==> config.mk <==
export PLATFORM = sky130hd
export DESIGN_NAME = sm_addsub
export DESIGN_NICKNAME = d
export VERILOG_FILES = /design/src/rtl/sm_pkg.sv /design/src/rtl/sm_ripple_adder.sv /design/src/rtl/sm_control.sv /design/src/rtl/sm_datapath.sv /design/src/rtl/sm_addsub.sv
export SDC_FILE = /design/constraint.sdc
export NUM_CORES = 1
export LEC_CHECK = 0
export ABC_AREA = 0
export CORE_AREA = 4 4 59 50
export DETAILED_ROUTE_END_ITERATION = 7
export DIE_AREA = 0 0 63 54
export PLACE_DENSITY = 0.71
export SYNTH_ARGS = -nofsm -noshare
export SYNTH_HDL_FRONTEND = slang
export SYNTH_SLANG_ARGS = --single-unit
==> constraint.sdc <==
create_clock -name clk -period 2.66 [get_ports clk]
set_input_delay 0.665 -clock clk [delete_from_list [all_inputs] [get_ports clk]]
set_output_delay 0.665 -clock clk [all_outputs]
set_load 0.005 [all_outputs]
==> src/rtl/sm_pkg.sv <==
package sm_pkg;
  typedef enum logic [1:0] {
    ST_IDLE = 2'd0,
    ST_ADD  = 2'd1,
    ST_FIX  = 2'd2
  } seqState_t;

  typedef struct packed {
    logic load;
    logic addStep;
    logic fixStep;
  } ctlStrobes_t;
endpackage

==> src/rtl/sm_ripple_adder.sv <==
module sm_ripple_adder #(
  parameter int W = 4
) (
  input  logic [W-1:0] aIn,
  input  logic [W-1:0] bIn,
  input  logic         subCtl,
  output logic [W-1:0] sumOut,
  output logic         carryOut
);
  logic [W:0]   carry;
  logic [W-1:0] bX;

  assign carry[0] = subCtl;

  for (genvar i = 0; i < W; i++) begin : g_bit
    assign bX[i]      = bIn[i] ^ subCtl;
    assign sumOut[i]  = aIn[i] ^ bX[i] ^ carry[i];
    assign carry[i+1] = (aIn[i] & bX[i]) | (aIn[i] & carry[i]) | (bX[i] & carry[i]);
  end

  assign carryOut = carry[W];
endmodule

==> src/rtl/sm_control.sv <==
module sm_control
  import sm_pkg::*;
(
  input  logic        clk,
  input  logic        rst,
  input  logic        start,
  output ctlStrobes_t ctl,
  output logic        busy,
  output logic        done
);
  seqState_t state;

  always_comb begin
    ctl         = '0;
    ctl.load    = (state == ST_IDLE) && start;
    ctl.addStep = (state == ST_ADD);
    ctl.fixStep = (state == ST_FIX);
  end

  assign busy = (state != ST_IDLE);

  always_ff @(posedge clk) begin
    if (rst) begin
      state <= ST_IDLE;
      done  <= 1'b0;
    end else begin
      done <= 1'b0;
      unique case (state)
        ST_IDLE: if (start) state <= ST_ADD;
        ST_ADD:  state <= ST_FIX;
        ST_FIX: begin
          state <= ST_IDLE;
          done  <= 1'b1;
        end
        default: state <= ST_IDLE;
      endcase
    end
  end

  // done lasts a single cycle
  p_done_single_r7: assert property (@(posedge clk) disable iff (rst)
    done |=> !done);

  // once begun, the sequence advances regardless of start
  p_add_to_fix_r8: assert property (@(posedge clk) disable iff (rst)
    (state == ST_ADD) |=> (state == ST_FIX));
  p_fix_to_idle_r8: assert property (@(posedge clk) disable iff (rst)
    (state == ST_FIX) |=> (state == ST_IDLE) && done);
endmodule

==> src/rtl/sm_datapath.sv <==
module sm_datapath
  import sm_pkg::*;
#(
  parameter int MAG_W = 4,
  localparam int OP_W = MAG_W + 1
) (
  input  logic             clk,
  input  logic             rst,
  input  ctlStrobes_t      ctl,
  input  logic             opSel,
  input  logic [OP_W-1:0]  opA,
  input  logic [OP_W-1:0]  opB,
  output logic             accSign,
  output logic [MAG_W-1:0] accMag,
  output logic             eFlag,
  output logic             avfFlag
);
  logic [OP_W-1:0]  regA, regB;
  logic             regOp;
  logic             subDone;

  logic             aSign, bSign, magSub;
  logic [MAG_W-1:0] addA, addB, addSum;
  logic             addSub, addCarry;

  assign aSign  = regA[OP_W-1];
  assign bSign  = regB[OP_W-1];
  assign magSub = regOp ^ aSign ^ bSign;

  // shared adder: magnitude pass, then complement pass (0 + ~acc + 1)
  always_comb begin
    if (ctl.fixStep) begin
      addA   = '0;
      addB   = accMag;
      addSub = 1'b1;
    end else begin
      addA   = regA[MAG_W-1:0];
      addB   = regB[MAG_W-1:0];
      addSub = magSub;
    end
  end

  sm_ripple_adder #(.W(MAG_W)) u_adder (
    .aIn     (addA),
    .bIn     (addB),
    .subCtl  (addSub),
    .sumOut  (addSum),
    .carryOut(addCarry)
  );

  always_ff @(posedge clk) begin
    if (rst) begin
      regA    <= '0;
      regB    <= '0;
      regOp   <= 1'b0;
      subDone <= 1'b0;
      accSign <= 1'b0;
      accMag  <= '0;
      eFlag   <= 1'b0;
      avfFlag <= 1'b0;
    end else if (ctl.load) begin
      regA  <= opA;
      regB  <= opB;
      regOp <= opSel;
    end else if (ctl.addStep) begin
      accMag  <= addSum;
      accSign <= aSign;
      eFlag   <= addCarry;
      avfFlag <= magSub ? 1'b0 : addCarry;
      subDone <= magSub;
    end else if (ctl.fixStep && subDone) begin
      if (!eFlag) begin
        accMag  <= addSum;
        accSign <= ~accSign;
      end else if (accMag == '0) begin
        accSign <= 1'b0;
      end
    end
  end

  // a magnitude subtraction never leaves negative zero
  p_no_neg_zero_r5: assert property (@(posedge clk) disable iff (rst)
    (ctl.fixStep && subDone) |=> !(accSign && (accMag == '0)));

  // overflow flag is clear after a magnitude subtraction
  p_avf_clear_r4: assert property (@(posedge clk) disable iff (rst)
    (ctl.addStep && magSub) |=> !avfFlag);

  // the complement pass keeps the end carry at zero
  p_carry_kept_r6: assert property (@(posedge clk) disable iff (rst)
    (ctl.fixStep && subDone && !eFlag) |=> !eFlag);
endmodule

==> src/rtl/sm_addsub.sv <==
module sm_addsub
  import sm_pkg::*;
#(
  parameter int MAG_W = 4,
  localparam int OP_W = MAG_W + 1
) (
  input  logic             clk,
  input  logic             rst,
  input  logic             start,
  input  logic             opSel,
  input  logic [OP_W-1:0]  opA,
  input  logic [OP_W-1:0]  opB,
  output logic             resSign,
  output logic [MAG_W-1:0] resMag,
  output logic             endCarry,
  output logic             ovf,
  output logic             done
);
  ctlStrobes_t ctl;
  logic        busy;

  sm_control u_ctl (
    .clk  (clk),
    .rst  (rst),
    .start(start),
    .ctl  (ctl),
    .busy (busy),
    .done (done)
  );

  sm_datapath #(.MAG_W(MAG_W)) u_dp (
    .clk    (clk),
    .rst    (rst),
    .ctl    (ctl),
    .opSel  (opSel),
    .opA    (opA),
    .opB    (opB),
    .accSign(resSign),
    .accMag (resMag),
    .eFlag  (endCarry),
    .avfFlag(ovf)
  );

  // results hold while idle and no start arrives
  p_hold_idle_r9: assert property (@(posedge clk) disable iff (rst)
    (!busy && !start) |=> ($stable(resSign) && $stable(resMag)
                           && $stable(endCarry) && $stable(ovf)));

  // reset leaves everything cleared
  p_reset_clear_r1: assert property (@(posedge clk)
    rst |=> (!done && !resSign && resMag == '0 && !endCarry && !ovf));
endmodule

; After elaboration in Yosys (flattened, before gate mapping)
; Cells that the tools add are included.
[op_classes]
n_addsub = 0
mul = 0
n_div = 0
magnitude_cmp = 0
eq_ne = 5
shift = 0
muxes = 14
bitwise_logic = 36
n_reduce_logical = 8
[ops]
columns = op, count
row1 = 2-to-1 mux 4 bit, 5
row2 = XOR 1 bit, 14
row3 = AND 1 bit, 12
row4 = bitwise OR 1 bit, 8
row5 = 2-to-1 mux 1 bit, 7
row6 = AND reduction 3 bit, 2
row7 = logical NOT 4 bit, 1
row8 = "inequality test 2 bit, second input constant", 2
row9 = one-hot mux 2 bit (2 select lines), 1
row10 = "inequality test 3 bit, second input constant", 1
row11 = "equality test 2 x 1 -> 1 bit, second input constant", 1
row12 = "equality test 2 bit, second input constant", 1
row13 = logical AND 1 bit, 2
row14 = logical NOT 2 bit, 1
row15 = 2-to-1 mux 2 bit, 1
row16 = inverter 1 bit, 2
row17 = AND reduction 2 bit, 1
row18 = nonzero test 2 bit, 1
[totals]
register_bits = 22
latchBits = 0
ramBits = 0
mem_bits_ro = 0
inputBits = 14
out_inout_bits = 8
elab_cells = 73
n_memories = 0

; Longest topological paths before layout
; Gate-level depths: netlist of the first run.
[logic_depth]
word_depth = 17
depth_mapped = 9
ltp_nobuf = 9

; Modules after synthesis
; Synthesis of the first run repeated with hierarchy kept, for this count alone.
[unflattened]
hier_cells = 109
area_unflattened_um2 = 1121.1
[modules_own_cells]
columns = mod, n_inst, cells_per_inst, area_per_inst_um2, seq_area_each_um2
row1 = sm_datapath, 1, 87, 878.3, 380.4
row2 = sm_control, 1, 10, 121.4, 60.1
row3 = sm_ripple_adder, 1, 12, 121.4, 0.0

; Worst setup path after synthesis of the first run
; Ideal clock, no wire load.
[synth_path]
kind = register -> register
startpoint = register u_dp.regOp
endpoint = register u_dp.accMag[3]
setup_time_ps = 128
arrival_ps = 2468
required_time_ps = 2532
path_slack_ps = 64
path_stages_with_launch = 10
path_buffers = 0
synth_period_minus_slack_ps = 2596
path_cell_list = dfxtp_1 > xnor3_1 > xnor2_1 > nand2_1 > o21ai_0 > fa_1 > fa_1 > fa_1 > mux2i_1 > nor2_1
[synth_via]
elab_chain_cells = 17
elab_cells_between_ends = 27
classes_between = mux (4) / bitwise (23)
[synth_rtl]
columns = element, line
row1 = "start, declared", sm_datapath.sv:19  ; logic regOp;
row2 = "start signal, assigned", sm_datapath.sv:64  ; regOp <= opSel;
row3 = XOR 1 bit (*) (2 in series), sm_datapath.sv:28  ; assign magSub = regOp ^ aSign ^ bSign;
row4 = 2-to-1 mux 1 bit (*), sm_datapath.sv:32  ; if (ctl.fixStep) begin
row5 = XOR 1 bit, sm_ripple_adder.sv:16  ; assign bX[i] = bIn[i] ^ subCtl;
row6 = AND 1 bit, sm_ripple_adder.sv:18  ; assign carry[i+1] = (aIn[i] & bX[i]) | (aIn[i] & carry[i]) | (bX[i] & carry[i]);
row7 = bitwise OR 1 bit (2 in series), sm_ripple_adder.sv:18
row8 = AND 1 bit, sm_ripple_adder.sv:18
row9 = bitwise OR 1 bit (2 in series), sm_ripple_adder.sv:18
row10 = AND 1 bit, sm_ripple_adder.sv:18
row11 = bitwise OR 1 bit (2 in series), sm_ripple_adder.sv:18
row12 = XOR 1 bit (*), sm_ripple_adder.sv:17  ; assign sumOut[i] = aIn[i] ^ bX[i] ^ carry[i];
row13 = net u_dp.addSum[3], sm_datapath.sv:23  ; logic [MAG_W-1:0] addA, addB, addSum;
row14 = 2-to-1 mux 4 bit, sm_datapath.sv:72  ; if (!eFlag) begin
row15 = 2-to-1 mux 4 bit, sm_datapath.sv:71  ; end else if (ctl.fixStep && subDone) begin
row16 = 2-to-1 mux 4 bit (*), sm_datapath.sv:65  ; end else if (ctl.addStep) begin
row17 = "end signal, assigned", sm_datapath.sv:66  ; accMag <= addSum;
row18 = "end signal, assigned", sm_datapath.sv:73  ; accMag <= addSum;
row19 = "end, declared", sm_datapath.sv:14  ; output logic [MAG_W-1:0] accMag,
; Mark *: on every way through the listed nets, which the timed path passes. The rest lies on a longest branch. The select of a mux whose other input is x is not followed.
; A chain may end at the register's enable or synchronous reset.

; Final worst setup path of the first run
; Ends and elaborated chain as after synthesis.

==> flow_summary.json, run 1 <==
{
  "status": "finished, final reports clean",
  "start_util_pct": 42.0,
  "yosysMostFrequentCell": "nand2_1",
  "tightest_slew_ns": 0.808,
  "post-dp-hpwl_mm": 1.49,
  "dieArea_um2": 3400,
  "rsz0062_at_grt": "no",
  "cts_hold_buf": 0,
  "rrSetupSlack_ns": 0.13,
  "first_pass_iters": 4,
  "wirelength_mm": 1.96,
  "coreArea_um2": 2380,
  "synth.cell_area_um2": 1000,
  "antenna_found_initial": 0,
  "numClockSinks": 22,
  "via_count": 828,
  "final_area_um2": 1300,
  "die_w_um": 63,
  "place.gp.congestion": 0.792,
  "ys_seq_elements": 22,
  "synth_edf_count": 0,
  "place.port_buffers": 21,
  "ys.flop_type": "dfxtp_1",
  "cts.path.max_buffers": 2,
  "fillers": 222,
  "clk_pin_slew_ns": 0.12,
  "fin_worst_skew_ns": 0.00525,
  "hold_viol_final": 0,
  "hp-start": "u_dp.regA[2]",
  "end_kind": "flop",
  "wire_per_inst_um": 11.7,
  "worstReg2RegEnd": "u_dp.accMag[3]",
  "netlist_instances": 117,
  "die_y_um": 54,
  "cp.arrival_ns": 2.71,
  "viasPerCell": 4.93,
  "ant_nets": 0,
  "place_area_um2": 1250,
  "route.detailed.drc": 0,
  "cts_tree": "yes",
  "fp-row-count": 16,
  "yosys.area.top_type": "dfxtp_1",
  "synth.area.top_cells": "dfxtp_1 (44%), nand2_1 (12%), a21oi_1 (7.0%)",
  "drt_iter0_markers": 37,
  "hold_end": "u_dp.regA[2]",
  "worstSkewPairLatency_ns": 0.30,
  "cts_buffers": 3,
  "cts-root-buf": "clkbuf_4",
  "async_flop_share_pct": 0,
  "ys_types": 22,
  "dp.cells": 163,
  "setup_viol": 0,
  "area_growth_pct": 30.3,
  "power_density_nw_per_um2": 562,
  "grt_use_total_pct": 13.0,
  "irDropWorstVdd_v": 0.000242,
  "yosys.area.top_type_share_pct": 44.1,
  "final_nets": 159,
  "path_class": "reg2reg",
  "ff2ff_path_depth": 9,
  "ys_seq_area_share_pct": 44.1,
  "ios": 22,
  "cellLeakagePower_nw": 0.501,
  "max_freq_ghz": 0.395,
  "cp.required_ns": 2.84,
  "grt_max_degree": 23,
  "cp-start-kind": "flop",
  "cts.htree.levels": 1,
  "yosys-top-cells-count": "nand2_1 (32), dfxtp_1 (22), a21oi_1 (14)",
  "slew_headroom_pct": 46.0,
  "fin_crit_sh_pct": 95.1,
  "slew_violations": 0,
  "yosysWarningCount": 0,
  "grt_pass1_vias": 824,
  "overflow": 0,
  "hold_path_class": "reg2reg",
  "synth.net_count": 134,
  "period_minus_slack_ns": 2.53,
  "stdcell_count": 168,
  "setup_tns_ns": 0,
  "drive_gt1_share_pct": 12.8,
  "diodes": 0,
  "max_cap_viol_count": 0,
  "synth.avg_cell_area_um2": 8.54,
  "crit_fanout": 3,
  "r2r-start": "u_dp.regOp",
  "hold_depth": 2,
  "grt_pass1_wl_mm": 3.44
}
[worst max path at each step]
stage | endpoint | cells past startpoint | slack [ns] | startpoint
6_report | u_dp.accMag[3] | 9 | 0.13 | u_dp.regOp
4_1_cts | u_dp.accMag[3] | 9 | 0.0002 | u_dp.regA[4]
2_1_floorplan | u_dp.accMag[3] | 9 | 0.06 | u_dp.regOp
3_3_place_gp | u_dp.accMag[3] | 9 | 0.04 | u_dp.regOp
3_5_place_dp | u_dp.accMag[3] | 9 | -0.05 | u_dp.regOp
5_1_grt | u_dp.accMag[3] | 9 | 0.01 | u_dp.regOp
[cells by family after synthesis]
family | synth area share [%]
simple gates | 23.3
compound gates | 15.6
flops | 44.1
buf+inv | 2.25
xor+xnor | 5.76
mux | 3.00
fa+ha+maj | 6.01
[power breakdown]
part	internal, W	total, W	switching [W]
Clock	0.0000835	0.000181	0.0000972
Sequential	0.000351	0.000369	0.0000180
Combinational	0.000102	0.000182	0.0000803
[cells in the final DEF, fill, tap and decap left out, drive strengths merged]
| cell type | synthesis | final |
|---|---|---|
| a311oi | 1 | 1 |
| nand2b | 3 | 3 |
| xnor2 | 4 | 4 |
| a31oi | 1 | 1 |
| clkbuf | 5 | 4 |
| nand3 | 2 | 2 |
| mux2i | 3 | 3 |
| nand2 | 32 | 32 |
| o21ai | 7 | 7 |
| inv | 1 | 1 |
| nor2 | 8 | 8 |
| buf | 0 | 4 |
| dfxtp | 22 | 22 |
| nor2b | 2 | 2 |
| clkdlybuf4s50 | 0 | 21 |
| a21o | 1 | 1 |
| xnor3 | 1 | 1 |
| fa | 3 | 3 |
| a211oi | 1 | 1 |
| and2 | 4 | 4 |
| a21oi | 15 | 15 |
| or4 | 1 | 1 |
[state kept, by name, indices dropped and copies added (netlist names)]
signal and cells:
u_dp.accMag 4, u_dp.regA 5, u_ctl.done 1, u_ctl.state 2
u_dp.subDone 1, u_dp.eFlag 1, u_dp.regB 5, u_dp.accSign 1
u_dp.avfFlag 1, u_dp.regOp 1
[stage by stage]
| step | power, W | util [%] | hold WS (ns) | worst slack [ns] |
|---|---|---|---|---|
| floorplan | 0.000480 | - | 0.432 | 0.0644 |
| global placement | 0.000542 | 52.4 | 0.442 | 0.0450 |
| detailed placement | 0.000550 | 52.4 | 0.443 | -0.0505 |
| CTS | 0.000735 | 54.4 | 0.460 | 0.000195 |
| global route | 0.000777 | 54.7 | 0.497 | 0.0112 |
| finish | 0.000732 | 54.7 | 0.461 | 0.130 |
[worst max-delay path, cell delays in order (launching register included)]
cell and delay (ns):
dfxtp_2 0.34, xnor3_2 0.43, xnor2_1 0.14, nand2_1 0.08, o21ai_2 0.07, fa_2 0.37, fa_2 0.35, fa_1 0.44
mux2i_1 0.13, nor2_1 0.05
[metal layers]
layer  GRT usage (%)  routed length, um
met1            15.1                941
met2            22.4                886
met3            5.43                125
met4            3.30                 10
met5               0                  0
[what timing repair did]
action	in CTS	in global routing
setup endpoints to repair	2	3
setup buffers	1	0
resized for setup	2	4
pin swaps	1	1
[cell type report]
| cell class | instances | area (um2) | share of cell area (%) |
|---|---|---|---|
| multi-input combinational | 89 | 547 | 42.0 |
| sequential | 22 | 442 | 33.9 |
| timing repair buffer | 25 | 240 | 18.4 |
| clock buffer | 4 | 36.3 | 2.79 |
| tap | 27 | 33.8 | 2.59 |
| inverter | 1 | 3.75 | 0.288 |
(Power assumes the default switching activity.)
==> run 2, diff against run 1 <==
CORE_AREA = 4 4 54 56   (was 4 4 59 50)
DIE_AREA = 0 0 58 60   (was 0 0 63 54)
GPL_TIMING_DRIVEN = 0   (was unset)
PLACE_DENSITY = 0.69   (was 0.71)
==> run 2 against run 1 <==
Net effect: worst hold slack improved by 0.0046 ns; combinational power decreased by 3%; setup slack worse by 0.0027 ns; clock power grew 42%; first-iteration DRC count down 57%; via count shrank 1.1%; flip-flop and latch count stayed put; global-route usage fell by 0.73 points; sequential power about the same; non-clock buffer count rose by 4.
==> flow_summary.json, run 2 (synthesis results as in run 1) <==
{
  "status": "finished, final reports clean",
  "fin_worst_skew_ns": 0.0124,
  "via_count": 819,
  "fillers": 240,
  "wirelength_mm": 1.96,
  "slowest_delay_ns": 0.46,
  "dp.cells": 168,
  "cts_tree": "yes",
  "crit_chain": "xnor3_2 > xnor2_1 > nand2_1 > o21ai_1 > fa_2 > fa_2 > fa_1 > mux2i_1 > nor2_1",
  "cts.htree.levels": 1,
  "fin_ws_ns": 0.127,
  "wire_per_inst_um": 11.2,
  "place.gp.congestion": 0.796,
  "end_kind": "flop",
  "die_y_um": 60,
  "antenna_found_initial": 0,
  "path_class": "reg2reg",
  "grt_pass1_wl_mm": 3.21,
  "overflow": 0,
  "cellInternalPower_w": 0.000601,
  "worstSkewPairLatency_ns": 0.31,
  "netSwitchingFraction_pct": 25.0,
  "coreArea_um2": 2430,
  "seq_power_share_pct": 45.9,
  "ff_latch_area_um2": 443,
  "final_nets": 163,
  "max_cap_viol_count": 0,
  "hold_ws_ns": 0.466,
  "cellLeakagePower_nw": 0.508,
  "grt_pass1_vias": 782,
  "max_freq_ghz": 0.395,
  "cp-start-kind": "flop",
  "grt_use_total_pct": 12.3,
  "cp.required_ns": 2.86,
  "setup_viol": 0,
  "irDropWorstVdd_v": 0.000345,
  "period_minus_slack_ns": 2.53,
  "dieArea_um2": 3480,
  "clk_pin_slew_ns": 0.13,
  "area_growth_pct": 33.2,
  "power_density_nw_per_um2": 602,
  "crit_path_frequent_cell": "fa_2",
  "viasPerCell": 4.68,
  "multiInputGateArea_um2": 543,
  "grt_max_degree": 14,
  "fp-row-count": 18,
  "slew_headroom_pct": 67.1,
  "ant_nets": 0,
  "p_comb_share_pct": 22.1,
  "diodes": 0,
  "drive_gt1_share_pct": 11.7,
  "ios": 22,
  "p_clk_share_pct": 32.0,
  "setup_tns_ns": 0,
  "hold_path_class": "reg2reg",
  "drt_iter0_markers": 16,
  "dpl_worst_slack_ns": -0.0887,
  "hold_viol_final": 0,
  "final_cell_mix": "nand2_1 (32), clkdlybuf4s50_1 (21), dfxtp_1 (20)",
  "start_util_pct": 41.1,
  "place.port_buffers": 21,
  "p_switching_w": 0.000200,
  "cp.arrival_ns": 2.74,
  "numClockSinks": 22,
  "first_pass_iters": 4,
  "cts.path.max_buffers": 2,
  "rsz0062_at_grt": "no",
  "post-dp-hpwl_mm": 1.51,
  "tightest_slew_ns": 0.492,
  "route.detailed.drc": 0,
  "die_w_um": 58,
  "top_regs": "u_dp.regA (5), u_dp.regB (5), u_dp.accMag (4)",
  "crit_fanout": 4,
  "cts-root-buf": "clkbuf_4",
  "final_common_cell": "nand2_1",
  "cts_buffers": 3,
  "fin_util_pct": 54.7,
  "stdcell_count": 175,
  "slew_violations": 0,
  "critPathSlowestCell": "xnor3_2",
  "fin_crit_sh_pct": 95.2
}
-- run 2: what timing repair did --
item | in CTS | in global routing
gates cloned | 0 | 0
pin swaps | 1 | 1
setup buffers | 3 | 0
endpoints found under the setup margin | 3 | 2
hold buffers | 0 | 0
resized for setup | 3 | 3
-- run 2: path summary, 6_finish.rpt --
check	start	cells after the start	endpoint	slack, ns
min reg2reg	u_dp.avfFlag	2	u_dp.avfFlag	0.47
max	u_dp.regOp	9	u_dp.accMag[3]	0.13
min	u_dp.avfFlag	2	u_dp.avfFlag	0.47
max reg2reg	u_dp.regOp	9	u_dp.accMag[3]	0.13
-- run 2: metal layers --
| metal | wire length [um] | vias up | GRT usage (%) |
|---|---|---|---|
| li1 | - | 440 | - |
| met1 | 920 | 359 | 14.4 |
| met2 | 903 | 18 | 21.5 |
| met3 | 121 | 2 | 2.16 |
| met4 | 11 | 0 | 5.96 |
| met5 | 0 | - | 0 |
-- run 2: cell type report --
type	count	share of cell area [%]
Buffer	5	1.41
Clock buffer	3	1.69
Clock inverter	1	2.26
Inverter	1	0.282
Multi-Input combinational cell	89	40.8
Sequential cell	22	33.3
Tap cell	30	2.82
Timing Repair Buffer	24	17.5
-- run 2: stage by stage --
stage,total power [W],cell area (um2)
after global placement,0.000536,1250
after global routing,0.000846,1330
after detailed placement,0.000541,1250
after floorplan,0.000480,1000
final,0.000801,1330
after CTS,0.000806,1330
-- run 2: worst max-delay path, delay by kind of cell, from the launching register on --
kind / cells / cell delay (ns)
muxes: 1 / 0.13
xor gates and xnor gates: 2 / 0.60
DFF: 1 / 0.35
adders and majority gates: 3 / 1.15
and+or+nand+nor: 2 / 0.11
AOI/OAI and AO/OA: 1 / 0.08
-- run 2: power by group through the flow --
stage / sequential, W / combinational (W) / clock [W]
after CTS: 0.000368 / 0.000177 / 0.000261
after floorplan: 0.000372 / 0.000108 / 0
after global routing: 0.000371 / 0.000199 / 0.000276
after detailed placement: 0.000376 / 0.000165 / 0
after global placement: 0.000375 / 0.000161 / 0
final: 0.000368 / 0.000177 / 0.000257
==> run 3, diff against run 2 <==
--- a/config.mk
+++ b/config.mk
@@ -8,7 +8,7 @@
 export ABC_AREA = 0
-export CORE_AREA = 4 4 54 56
+export CORE_AREA = 4 4 50 60
 export DETAILED_ROUTE_END_ITERATION = 7
-export DIE_AREA = 0 0 58 60
+export DIE_AREA = 0 0 54 64
 export GPL_TIMING_DRIVEN = 0
-export PLACE_DENSITY = 0.69
+export PLACE_DENSITY = 0.7
 export SYNTH_ARGS = -nofsm -noshare
==> constraint.sdc (replaced) <==
create_clock -name clk -period 2.66 [get_ports clk]
set_input_delay 0.532 -clock clk [delete_from_list [all_inputs] [get_ports clk]]
set_output_delay 0.532 -clock clk [all_outputs]
set_load 0.005 [all_outputs]
==> run 3 against run 2 <==
Net effect: flip-flop and latch count is the same; setup slack lost 0.035 ns; worst hold slack lost 0.0031 ns; first-iteration DRC count is 44% lower; utilization shrank 1.9 points; sequential share of layout area is 0.54 points higher; routed wire length up 0.31%; critical path type unchanged.
==> flow_summary.json, run 3 (synthesis results as in run 1) <==
{
  "top_regs": "u_dp.regA (5), u_dp.regB (5), u_dp.accMag (4)",
  "coreArea_um2": 2480,
  "slew_headroom_pct": 65.7,
  "tightest_slew_ns": 0.513,
  "cellLeakagePower_nw": 0.498,
  "hold_viol_final": 0,
  "ant_nets": 0,
  "final_common_cell": "nand2_1",
  "grt_pass1_vias": 818,
  "cts.path.max_buffers": 2,
  "grt_max_degree": 12,
  "wire_per_inst_um": 11.1,
  "hold_depth": 2,
  "cp-start-kind": "flop",
  "die_w_um": 54,
  "fin_ws_ns": 0.0917,
  "startpoint": "u_dp.regOp",
  "final_nets": 163,
  "die_y_um": 64,
  "cts-root-buf": "clkbuf_4",
  "via_count": 849,
  "dieArea_um2": 3460,
  "r2r-start": "u_dp.regOp",
  "dpl_worst_slack_ns": -0.107,
  "stdcell_count": 177,
  "path_class": "reg2reg",
  "cts_buffers": 3,
  "critPathSlowestCell": "xnor3_2",
  "overflow": 0,
  "place.port_buffers": 21,
  "hold_ws_ns": 0.463,
  "end_kind": "flop",
  "slowest_delay_ns": 0.46,
  "fin_crit_sh_pct": 96.6,
  "post-dp-hpwl_mm": 1.49,
  "wirelength_mm": 1.96,
  "dp.cells": 171,
  "cp.required_ns": 2.85,
  "max_cap_viol_count": 0,
  "ff2ff_path_depth": 9,
  "crit_fanout": 4,
  "ios": 22,
  "drt_iter0_markers": 9,
  "max_freq_ghz": 0.389,
  "grt_pass1_wl_mm": 3.44,
  "slew_violations": 0,
  "setup_viol": 0,
  "fin_worst_skew_ns": 0.00141,
  "cts.htree.levels": 1,
  "first_pass_iters": 4,
  "crit_chain": "xnor3_2 > xnor2_1 > nand2_1 > o21ai_2 > fa_2 > fa_2 > fa_1 > mux2i_1 > nor2_1",
  "fp-row-count": 20,
  "cp.arrival_ns": 2.76,
  "period_minus_slack_ns": 2.57,
  "hp-start": "u_dp.regA[1]",
  "diodes": 0,
  "grt_use_total_pct": 13.4,
  "power_density_nw_per_um2": 532,
  "hold_end": "u_dp.regA[1]",
  "status": "finished, final reports clean",
  "worstReg2RegEnd": "u_dp.accMag[3]",
  "final_cell_mix": "nand2_1 (32), clkdlybuf4s50_1 (21), dfxtp_1 (20)",
  "antenna_found_initial": 0,
  "place.gp.congestion": 0.883,
  "viasPerCell": 4.80,
  "rsz0062_at_grt": "yes",
  "irDropWorstVdd_v": 0.000304,
  "cts_tree": "yes",
  "area_growth_pct": 31.0,
  "hold_path_class": "reg2reg",
  "drive_gt1_share_pct": 12.5,
  "clk_pin_slew_ns": 0.12,
  "rrSetupSlack_ns": 0.09,
  "fin_total_pwr_w": 0.000697,
  "start_util_pct": 40.4,
  "crit_path_frequent_cell": "fa_2",
  "route.detailed.drc": 0,
  "worstSkewPairLatency_ns": 0.30,
  "numClockSinks": 22
}
-- run 3: worst max-delay path, delay by kind of cell (launching register included) --
kind                       cells  cell delay, ns
adders and majority gates      3            1.17
xor gates and xnor gates       2            0.60
DFF                            1            0.35
muxes                          1            0.14
and+or+nand+nor                2            0.13
AOI/OAI and AO/OA              1            0.07
-- run 3: worst max path at each step --
stage | endpoint | slack (ns)
final | u_dp.accMag[3] | 0.09
after global routing | u_dp.accMag[3] | -0.04
after CTS | u_dp.accMag[3] | 0.02
after detailed placement | u_dp.accMag[3] | -0.11
after global placement | u_dp.accMag[3] | -0.07
after floorplan | u_dp.accMag[3] | 0.06
-- run 3: cell type report --
| type | count | area (um2) |
|---|---|---|
| inverters | 1 | 3.75 |
| multi-input cells | 89 | 547 |
| clock buffers | 3 | 22.5 |
| plain buffers | 5 | 20.0 |
| well taps | 33 | 41.3 |
| fillers | 247 | 1170 |
| flip-flops and latches | 22 | 443 |
| repair buffers | 24 | 233 |
-- run 3: power by group --
part	leakage [nW]	internal (W)	switching, W
combinational	0.303	0.0000999	0.0000810
clock	0.0138	0.0000528	0.0000958
sequential	0.181	0.000351	0.0000171
total	0.498	0.000504	0.000194
-- run 3: timing repair --
| item | 4_1_cts | 5_1_grt |
|---|---|---|
| endpoints found under the setup margin | 3 | 3 |
| hold buffers | 0 | 0 |
| resized for setup | 3 | 6 |
| pin swaps | 1 | 2 |
| buffers inserted | 3 | 0 |
-- run 3: per-layer routing --
metal | vias up | share of wire, % | global-route usage [%] | wire [um]
met3 | 2 | 5.8 | 2.10 | 113
met4 | 0 | 0.82 | 6.54 | 16
met5 | - | 0 | 0 | 0
met1 | 390 | 43 | 15.3 | 836
li1 | 439 | - | - | -
met2 | 18 | 51 | 23.2 | 997
-- run 3: stage by stage --
stage / setup TNS (ns) / utilization, % / area, um2
detailed placement: -0.211 / 50.5 / 1250
floorplan: 0 / - / 1000
CTS: 0 / 52.5 / 1300
global route: -0.0431 / 52.9 / 1310
global placement: -0.147 / 50.5 / 1250
finish: 0 / 52.9 / 1310
